===== src/rtl/rxf_pkg.sv =====
package rxf_pkg;

    typedef logic [7:0] byte_t;

    typedef enum logic [1:0] {
        AMODE_OPEN           = 2'b00,
        AMODE_SELF           = 2'b01,
        AMODE_SELF_ZERO      = 2'b10,
        AMODE_SELF_ZERO_ONES = 2'b11
    } amode_e;

    typedef enum logic [1:0] {
        LMODE_EXACT = 2'b00,
        LMODE_UPTO  = 2'b01,
        LMODE_RSVA  = 2'b10,
        LMODE_RSVB  = 2'b11
    } lmode_e;

    // End-of-packet summary produced by the collector.
    typedef struct packed {
        logic  done;
        logic  ovf;
        logic  have_dst;
        byte_t dst;
    } pkt_end_t;

    // Decision taken on the last byte.
    typedef struct packed {
        logic accept;
        logic len_err;
        logic ovf_err;
    } verdict_t;

    function automatic logic dest_match(amode_e m, byte_t own, byte_t dst, logic have);
        logic ok;
        unique case (m)
            AMODE_OPEN:           ok = 1'b1;
            AMODE_SELF:           ok = have && (dst == own);
            AMODE_SELF_ZERO:      ok = have && ((dst == own) || (dst == 8'h00));
            AMODE_SELF_ZERO_ONES: ok = have && ((dst == own) || (dst == 8'h00) || (dst == 8'hFF));
            default:              ok = 1'b0;
        endcase
        return ok;
    endfunction

    function automatic logic lmode_known(lmode_e m);
        return (m == LMODE_EXACT) || (m == LMODE_UPTO);
    endfunction

endpackage


===== src/rtl/rxf_collect.sv =====
module rxf_collect
    import rxf_pkg::*;
#(
    parameter int DEPTH = 64,
    localparam int AW = $clog2(DEPTH),
    localparam int CW = $clog2(DEPTH + 2)
) (
    input  logic          clk,
    input  logic          rst,
    input  logic          in_valid,
    input  logic          in_first,
    input  logic          in_last,
    input  byte_t         in_data,
    output logic          wr_en,
    output logic [AW-1:0] wr_addr,
    output byte_t         wr_data,
    output pkt_end_t      end_ev,
    output logic [CW-1:0] end_size
);

    logic          in_pkt_q;
    logic [CW-1:0] cnt_q;
    logic          ovf_q;
    byte_t         dst_q;

    logic          start, cont, take, room, ovf_now;
    logic [CW-1:0] idx;

    always_comb begin
        start   = in_valid && in_first;
        cont    = in_valid && !in_first && in_pkt_q;
        take    = start || cont;
        idx     = start ? '0 : cnt_q;
        room    = idx < CW'(DEPTH);
        ovf_now = !room || (cont && ovf_q);

        wr_en   = take && room;
        wr_addr = idx[AW-1:0];
        wr_data = in_data;

        end_ev.done     = take && in_last;
        end_ev.ovf      = ovf_now;
        end_ev.have_dst = (idx != '0);
        end_ev.dst      = (idx == CW'(1)) ? in_data : dst_q;
        end_size        = idx + CW'(1);
    end

    always_ff @(posedge clk) begin
        if (rst) begin
            in_pkt_q <= 1'b0;
            cnt_q    <= '0;
            ovf_q    <= 1'b0;
            dst_q    <= '0;
        end else if (take) begin
            in_pkt_q <= !in_last;
            cnt_q    <= room ? idx + CW'(1) : idx;
            ovf_q    <= ovf_now;
            if (idx == CW'(1)) dst_q <= in_data;
        end
    end

    // The staged byte count saturates at the buffer depth.
    assert_cnt_bounded_R9: assert property (@(posedge clk) disable iff (rst)
        cnt_q <= CW'(DEPTH));

    // A byte that finds no room always ends in an overflow verdict.
    assert_full_flags_ovf_R9: assert property (@(posedge clk) disable iff (rst)
        (take && in_last && cnt_q == CW'(DEPTH) && !start) |-> end_ev.ovf);

endmodule


===== src/rtl/rxf_judge.sv =====
module rxf_judge
    import rxf_pkg::*;
#(
    parameter int CW = 7,
    parameter int LW = 8,
    localparam int MW = ((CW > LW) ? CW : LW) + 1
) (
    input  pkt_end_t      end_ev,
    input  logic [CW-1:0] end_size,
    input  logic [1:0]    cfg_amode,
    input  byte_t         cfg_own_addr,
    input  logic [1:0]    cfg_lmode,
    input  logic [LW-1:0] cfg_pkt_len,
    output verdict_t      verdict
);

    logic [MW-1:0] size_w, len_w;
    logic          len_ok, addr_ok, mode_ok;
    lmode_e        lm;

    always_comb begin
        lm      = lmode_e'(cfg_lmode);
        size_w  = MW'(end_size);
        len_w   = MW'(cfg_pkt_len);
        mode_ok = lmode_known(lm);
        unique case (lm)
            LMODE_EXACT: len_ok = (size_w == len_w);
            LMODE_UPTO:  len_ok = (size_w <= len_w);
            default:     len_ok = 1'b0;
        endcase
        addr_ok = dest_match(amode_e'(cfg_amode), cfg_own_addr, end_ev.dst, end_ev.have_dst);

        verdict.accept  = end_ev.done && !end_ev.ovf && mode_ok && addr_ok && len_ok;
        verdict.len_err = end_ev.done && !mode_ok;
        verdict.ovf_err = end_ev.done && end_ev.ovf;
    end

    // Verdict outcomes are exclusive of the error pulses.
    always_comb begin
        assert_accept_excl_R8: assert (!(verdict.accept && (verdict.len_err || verdict.ovf_err)));
    end

endmodule


===== src/rtl/rxf_store.sv =====
module rxf_store
    import rxf_pkg::*;
#(
    parameter int DEPTH = 64,
    localparam int AW = $clog2(DEPTH),
    localparam int CW = $clog2(DEPTH + 2)
) (
    input  logic          clk,
    input  logic          rst,
    input  logic          wr_en,
    input  logic [AW-1:0] wr_addr,
    input  byte_t         wr_data,
    input  logic          commit,
    input  logic [CW-1:0] commit_size,
    input  logic          rd_en,
    output byte_t         rd_data,
    output logic [CW-1:0] count,
    output logic [CW-1:0] level
);

    // Two banks: one readable, one staging. Commit swaps their roles.
    byte_t         mem [2][DEPTH];
    logic          act_q;
    logic [CW-1:0] count_q;
    logic [CW-1:0] rd_idx_q;

    always_ff @(posedge clk) begin
        if (wr_en) mem[!act_q][wr_addr] <= wr_data;
    end

    always_ff @(posedge clk) begin
        if (rst) begin
            act_q    <= 1'b0;
            count_q  <= '0;
            rd_idx_q <= '0;
        end else if (commit) begin
            act_q    <= !act_q;
            count_q  <= commit_size;
            rd_idx_q <= '0;
        end else if (rd_en && (rd_idx_q < count_q)) begin
            rd_idx_q <= rd_idx_q + CW'(1);
        end
    end

    always_comb begin
        rd_data = (rd_idx_q < count_q) ? mem[act_q][rd_idx_q[AW-1:0]] : 8'h00;
        count   = count_q;
        level   = count_q - rd_idx_q;
    end

    assert_idx_in_range_R12: assert property (@(posedge clk) disable iff (rst)
        rd_idx_q <= count_q);

    assert_count_holds_R11: assert property (@(posedge clk) disable iff (rst)
        !commit |=> $stable(count_q));

    assert_empty_read_R12: assert property (@(posedge clk) disable iff (rst)
        (rd_en && level == '0 && !commit) |=> (level == '0));

    assert_commit_fits_R10: assert property (@(posedge clk) disable iff (rst)
        commit |-> (commit_size != '0 && commit_size <= CW'(DEPTH)));

endmodule


===== src/rtl/rx_pkt_filter.sv =====
module rx_pkt_filter
    import rxf_pkg::*;
#(
    parameter int DEPTH = 64,
    parameter int LW = 8,
    localparam int AW = $clog2(DEPTH),
    localparam int CW = $clog2(DEPTH + 2)
) (
    input  logic          clk,
    input  logic          rst,
    input  logic          in_valid,
    input  logic          in_first,
    input  logic          in_last,
    input  logic [7:0]    in_data,
    input  logic [1:0]    cfg_amode,
    input  logic [7:0]    cfg_own_addr,
    input  logic [1:0]    cfg_lmode,
    input  logic [LW-1:0] cfg_pkt_len,
    input  logic          rd_en,
    output logic [7:0]    rd_data,
    output logic [CW-1:0] rx_count,
    output logic [CW-1:0] rx_level,
    output logic          rx_irq,
    output logic          len_mode_err,
    output logic          overflow_err
);

    logic          wr_en;
    logic [AW-1:0] wr_addr;
    byte_t         wr_data;
    pkt_end_t      end_ev;
    logic [CW-1:0] end_size;
    verdict_t      verdict;
    verdict_t      verdict_q;

    rxf_collect #(.DEPTH(DEPTH)) u_collect (
        .clk      (clk),
        .rst      (rst),
        .in_valid (in_valid),
        .in_first (in_first),
        .in_last  (in_last),
        .in_data  (in_data),
        .wr_en    (wr_en),
        .wr_addr  (wr_addr),
        .wr_data  (wr_data),
        .end_ev   (end_ev),
        .end_size (end_size)
    );

    rxf_judge #(.CW(CW), .LW(LW)) u_judge (
        .end_ev       (end_ev),
        .end_size     (end_size),
        .cfg_amode    (cfg_amode),
        .cfg_own_addr (cfg_own_addr),
        .cfg_lmode    (cfg_lmode),
        .cfg_pkt_len  (cfg_pkt_len),
        .verdict      (verdict)
    );

    rxf_store #(.DEPTH(DEPTH)) u_store (
        .clk         (clk),
        .rst         (rst),
        .wr_en       (wr_en),
        .wr_addr     (wr_addr),
        .wr_data     (wr_data),
        .commit      (verdict.accept),
        .commit_size (end_size),
        .rd_en       (rd_en),
        .rd_data     (rd_data),
        .count       (rx_count),
        .level       (rx_level)
    );

    always_ff @(posedge clk) begin
        if (rst) verdict_q <= '0;
        else     verdict_q <= verdict;
    end

    always_comb begin
        rx_irq       = verdict_q.accept;
        len_mode_err = verdict_q.len_err;
        overflow_err = verdict_q.ovf_err;
    end

    // On the pulse, the fresh packet is whole and unread.
    assert_irq_fresh_R10: assert property (@(posedge clk) disable iff (rst)
        rx_irq |-> (rx_level == rx_count && rx_count != '0));

    assert_irq_not_lenerr_R8: assert property (@(posedge clk) disable iff (rst)
        len_mode_err |-> !rx_irq);

    assert_irq_not_ovf_R9: assert property (@(posedge clk) disable iff (rst)
        overflow_err |-> !rx_irq);

    // Without a pulse, the readable count never moves.
    assert_count_only_on_irq_R11: assert property (@(posedge clk) disable iff (rst)
        !rx_irq |-> $stable(rx_count));

endmodule


===== config.mk =====
export PLATFORM = sky130hd
export DESIGN_NAME = rx_pkt_filter
export DESIGN_NICKNAME = d
export VERILOG_FILES = /design/src/rtl/rxf_pkg.sv /design/src/rtl/rxf_collect.sv /design/src/rtl/rxf_judge.sv /design/src/rtl/rxf_store.sv /design/src/rtl/rx_pkt_filter.sv
export SDC_FILE = /design/constraint.sdc
export NUM_CORES = 1
export LEC_CHECK = 0
export BUFFER_PORTS_ARGS = -buffer_cell sky130_fd_sc_hd__buf_2
export CAP_MARGIN = 30
export CELL_PAD_IN_SITES_DETAIL_PLACEMENT = 0
export CELL_PAD_IN_SITES_GLOBAL_PLACEMENT = 1
export CORE_MARGIN = 4
export CORE_UTILIZATION = 45
export DETAILED_ROUTE_END_ITERATION = 7
export PLACE_DENSITY = 0.74
export SYNTH_ARGS = -nofsm -noshare
export SYNTH_HDL_FRONTEND = slang
export SYNTH_SLANG_ARGS = --single-unit

===== constraint.sdc =====
create_clock -name clk -period 11.2 [get_ports clk]
set_input_delay 0.56 -clock clk [delete_from_list [all_inputs] [get_ports clk]]
set_output_delay 0.56 -clock clk [all_outputs]
set_load 0.02 [all_outputs]

Word level (Yosys, flattened, before mapping)
Memory sizes are Yosys's and may differ from the RTL's. A register that Yosys moved wholly into a read port is not among the register bits.
Cells that the tools add are included.

word-level totals
  flip-flop bits (word level) = 35
  RAM bits = 1024
  input bits = 34
  output and inout port bits = 25
  logic and storage cells = 78
  memories = 1

operators by class
  add/subtract/negate cells = 3
  order comparisons = 6
  equal/unequal tests = 8
  mux-type cells = 15
  bitwise logic cells = 2
  reduce and logical (&&, ||, !) cells = 33

memories
  name         depth  bits a word  read ports  clocked after memory_dff  wr ports  RTL line         text
  u_store.mem  2      512          1           1                         1         rxf_store.sv:22  byte_t mem [2][DEPTH];

operators with widths
  operator                                                               number
  512-bit two-way mux                                                    1
  8-bit binary-select mux with 6-bit select                              1
  8-bit demux with 6-bit select                                          1
  8-bit two-way mux                                                      5
  1-bit logical AND                                                      17
  7-bit by 1-bit adder with 7-bit output, second input constant          2
  7-bit greater-or-equal comparator, second input constant               2
  7-bit two-way mux                                                      2
  6-bit NOT with 7-bit output                                            2
  7-bit by 8-bit equality test with 1-bit output                         1
  8-bit equality test                                                    1
  8-bit equality test, second input constant                             1
  7-bit by 8-bit less-or-equal comparator with 1-bit output              1
  8-bit zero test                                                        1
  7-bit by 1-bit equality test with 1-bit output, second input constant  1
  7-bit by 1-bit < comparator with 1-bit output, second input constant   1
  7-bit < comparator                                                     1
  7-bit < comparator, second input constant                              1
  7-bit nonzero test                                                     1
  7-bit subtractor                                                       1
  1-bit zero test                                                        6
  1-bit logical OR                                                       5
  2-bit by 1-bit equality test with 1-bit output, second input constant  2
  2-bit equality test, second input constant                             2
  5 further kinds                                                        8

Logic depth before layout (Yosys ltp)
  word-level depth = 13
  mapped depth = 17
  mapped depth without buffers = 15

Modules after synthesis
Synthesis repeated with hierarchy kept, for this count alone.

unflattened totals
  cells, all modules = 2181
  area total of the unflattened synthesis = 42341.9 µm²

modules (own cells, without submodules)
  module         times used  cells an instance  area each (µm²)
  rxf_store      1           1999               40804.1
  rxf_collect    1           126                1107.3
  rxf_judge      1           50                 351.6
  rx_pkt_filter  1           6                  78.8

Worst setup path after synthesis
No wires, ideal clock.

  path kind = input to register
  from = in in_valid
  to = reg (tool-made name)
  setup time = 0.121 ns
  arrival = 3.898 ns
  required time = 11.079 ns
  path slack = 7.181 ns
  stages = 15
  cell sequence = nand2_1 -> clkbuf_1 -> nand2_1 -> inv_1 -> ha_1 -> nand2_1 -> or3_1 -> ha_1 -> ha_1 -> nand4b_1 -> o22ai_1 -> o311ai_1 -> a2111o_1 -> o31ai_4 -> mux2_2

RTL lines
  element             RTL line             text
  start: declaration  rx_pkt_filter.sv:11  input logic in_valid,

==> results.md <==
* Overall routed net length at 98110 µm
* Via density at 5.964
* CTS Buf Count at 104
* Synth Area in Simple Gates at 3.489%
* Syn Area/Cell at 21.13 µm²
* Critical path peak fanout at 99
* Root Buffer: clkbuf_16
* Final TNS setup at 0 ps
* Post-Synth XOR/XNOR Area at 0.4792%
* Crit path DAT at 5220 ps
* Worst setup SP type: register
* # DRC at 0
* Die area at 98370 µm²
* Worst min path class: in -> reg
* Diode count at 0
* Slew Limit Fails at 0
* NumNets Final at 2159
* Post-Synth Adder-Cell Area at 0.6132%
* Vias in the first global route at 20650
* Skew final at 21.12 ps
* Filler Cells Inserted at 7209
* Initial detailed-routing violation count at 2298
* Synth Flop Type: edfxtp_1
* IO Count at 59
* Post-synthesis sequential area ratio at 74.87%
* DR vias at 20490
* Clock latency on the worst-skew pair at 670 ps
* First-pass GRT wire length at 144100 µm
* Share of cells above drive strength 1 at 27.33%
* Post-CTS setup buffer count at 0
* Final hold slack at 115.7 ps
* Num rows at 111
* Setup Viol. Count Final at 0
* Drt first pass iters at 5
* Avg WL per Cell at 28.56 µm
* Post-synth ARST share at 0%
* Die Y at 313.6 µm
* Main combinational cell family by area after synthesis: multiplexers
* Syn Nets at 2043
* RePlAce Congestion at 0.8078
* YS warnings at 0
* Synth Area in Compound Gates at 1.185%
* Final hold violation count at 0
* Post-DP HPWL at 59600 µm
* Port Buffers at 58
* Clock buffer depth at 3
* Cts hold-fix bufs at 0
* Final worst path period share at 51.58%
* Remaining global-route overflow at 0
* Gates resized, CTS repair at 0
* H-tree depth at 3
* Core ar. at 92220 µm²
* Reg2Reg Setup Slack at 6780 ps
* Pwr Density at 168.6 nW/µm²
* Max-cap viol count at 0
* Number of flops mapped to enable cells by yosys at 1024
* Post-DRT Antenna Nets at 0
* Slew margin rel. at 26.22%
* Mux share of post-synthesis cell area at 17.88%
* Pleak at 14.54 nW
* CTS Sinks at 1060
* CP Class: reg -> out
* Status: complete, no violations
* GRT Resource Usage Total at 20.03%
* Min Tclk post-route at 5777 ps
* Die width at 313.6 µm
* Worst vdd ir at 0.1678 mV
* Setup crit end kind: output pin
* Clk pin slew, worst setup/hold paths at 60 ps
* TritonCTS clock tree: built
* Starting Density at 45.58%
* Worst Path Required at 10640 ps
* Initial antenna violation count at 2
* Synth cell types at 54
* Post-Syn Area at 42040 µm²
* Synth Register Bits at 1060
* Max Clock Freq at 0.1731 GHz
* Area growth, synth to finish at 12.54%
* Largest net degree at the start of global routing at 148
* Syn Inst Count at 1989
* RSZ-0062 raised after global routing: no
* Worst Tran Pin Value at 1107 ps
-- worst max-delay path, stage by stage, from the launching register on --
cell and delay (ps):
dfxtp_4 720, buf_12 560, buf_4 510, buf_16 320, mux4_2 550, mux4_2 530
mux2i_1 320, o21ai_1 220, a32o_1 340, buf_2 190
-- through the flow --
stage / setup slack, ps / util, % / cells / power [mW] / instance area, µm²
after CTS: 5385 / 51.17 / 3428 / 8.023 / 47190
after global routing: 5123 / 51.30 / 3435 / 8.228 / 47310
after global placement: 6005 / 47.36 / 3216 / 4.673 / 43680
final: 5423 / 51.30 / 3435 / 7.978 / 47310
after detailed placement: 6097 / 47.61 / 3235 / 4.683 / 43900
after floorplan: 7181 / - / 1989 / 4.556 / 42040
-- area by class of cell --
| cell class | count | area (µm²) | area share (%) |
|---|---|---|---|
| clock buffer | 128 | 2735 | 5.782 |
| clock inverter | 65 | 550.5 | 1.164 |
| inverter | 27 | 103.9 | 0.2195 |
| multi-input combinational | 793 | 9938 | 21.01 |
| sequential | 1060 | 31480 | 66.55 |
| tap | 1243 | 1555 | 3.288 |
| timing repair buffer | 119 | 942.2 | 1.992 |
-- synthesized netlist by cell type (all sizes together) (2+ instances only) --
master | number | area (µm²)
a21oi | 7 | 35.03
a2111oi | 2 | 17.52
nor4 | 6 | 37.54
nand2b | 9 | 56.30
mux2 | 6 | 67.56
a32o | 8 | 80.08
clkbuf | 64 | 241.5
nand2 | 61 | 229.0
xor2 | 10 | 87.58
o21a | 4 | 30.03
a211oi | 6 | 45.04
nand4 | 10 | 62.56
ha | 19 | 237.7
mux4 | 320 | 7207
inv | 27 | 101.4
mux2i | 24 | 240.2
nor3 | 13 | 65.06
or3 | 3 | 18.77
a31oi | 11 | 68.82
buf | 45 | 284.0
nor2b | 14 | 87.58
o21ai | 16 | 80.08
edfxtp | 1024 | 30750
nor3b | 3 | 22.52
nand3 | 29 | 145.1
dfxtp | 36 | 720.7
xnor2 | 13 | 113.9
nor2 | 165 | 619.3
and3 | 15 | 93.84
o31ai | 2 | 28.78
-- logic make-up after synthesis --
| logic type | after synthesis |
|---|---|
| compound gates | 68 |
| xor+xnor | 23 |
| fa+ha+maj | 20 |
| buf+inv | 136 |
| flops | 1060 |
| mux | 350 |
| simple gates | 332 |
-- report_power, final --
| group | leakage [nW] | switching (mW) | internal (mW) |
|---|---|---|---|
| combinational | 3.42 | 0.160 | 0.0831 |
| clock | 1.62 | 1.46 | 1.92 |
| sequential | 9.50 | 0.00737 | 4.35 |
| total | 14.5 | 1.63 | 6.35 |
-- routing by layer --
layer | routed length (µm) | part of all wire, % | vias up | GRT usage, %
li1 | - | - | 8484 | -
met5 | 21 | 0.021 | - | 0
met2 | 48120 | 49 | 907 | 32.28
met1 | 39050 | 40 | 10920 | 27.72
met3 | 7514 | 7.7 | 177 | 3.883
met4 | 3403 | 3.5 | 4 | 6.911
-- path summary, 6_finish.rpt --
kind                                   start                               to  cells after the start
max                                 register                       rd_data[0]                      9
min                                  in_last  u_collect.in_pkt_q$_SDFFE_PP0N_                      2
max reg2reg  u_collect.cnt_q[0]$_SDFFE_PP0N_                         register                     13
min reg2reg    u_store.count[5]$_SDFFE_PP0P_    u_store.count[5]$_SDFFE_PP0P_                      2
-- cells in the final DEF (no fill, tap or decap), types with 5 or more instances in the layout --
master,synthesis,layout
inv_1,25,24
nor2b_1,14,14
mux2i_1,24,24
and3_1,15,15
nand2_1,61,61
a21oi_1,7,7
mux2_2,6,6
bufinv_16,0,8
o21ai_0,8,8
clkinv_1,0,26
buf_2,17,50
nor2_1,165,165
a31oi_1,11,11
xnor2_1,13,13
o21ai_1,8,8
a211oi_1,6,6
xor2_1,10,10
nand4_1,10,10
mux4_2,320,320
buf_4,9,51
nand2b_1,9,9
a32o_1,8,8
nor4_1,6,6
buf_6,8,9
nor3_1,13,13
clkbuf_16,0,106
nand3_1,29,29
clkinv_2,0,24
edfxtp_1,1024,1024
ha_1,19,19
clkbuf_1,63,22
buf_16,0,5
dfxtp_1,36,33
-- flip-flops by register name, summed over array words and instances (netlist names), named ones only --
| register | cells |
|---|---|
| len_mode_err | 1 |
| overflow_err | 1 |
| rx_irq | 1 |
| u_collect.cnt_q | 7 |
| u_collect.dst_q | 8 |
| u_collect.in_pkt_q | 1 |
| u_collect.ovf_q | 1 |
| u_store.act_q | 1 |
| u_store.count | 7 |
| u_store.mem | 1024 |
| u_store.rd_idx_q | 7 |
No activity file was read; power rests on OpenSTA's default activity.
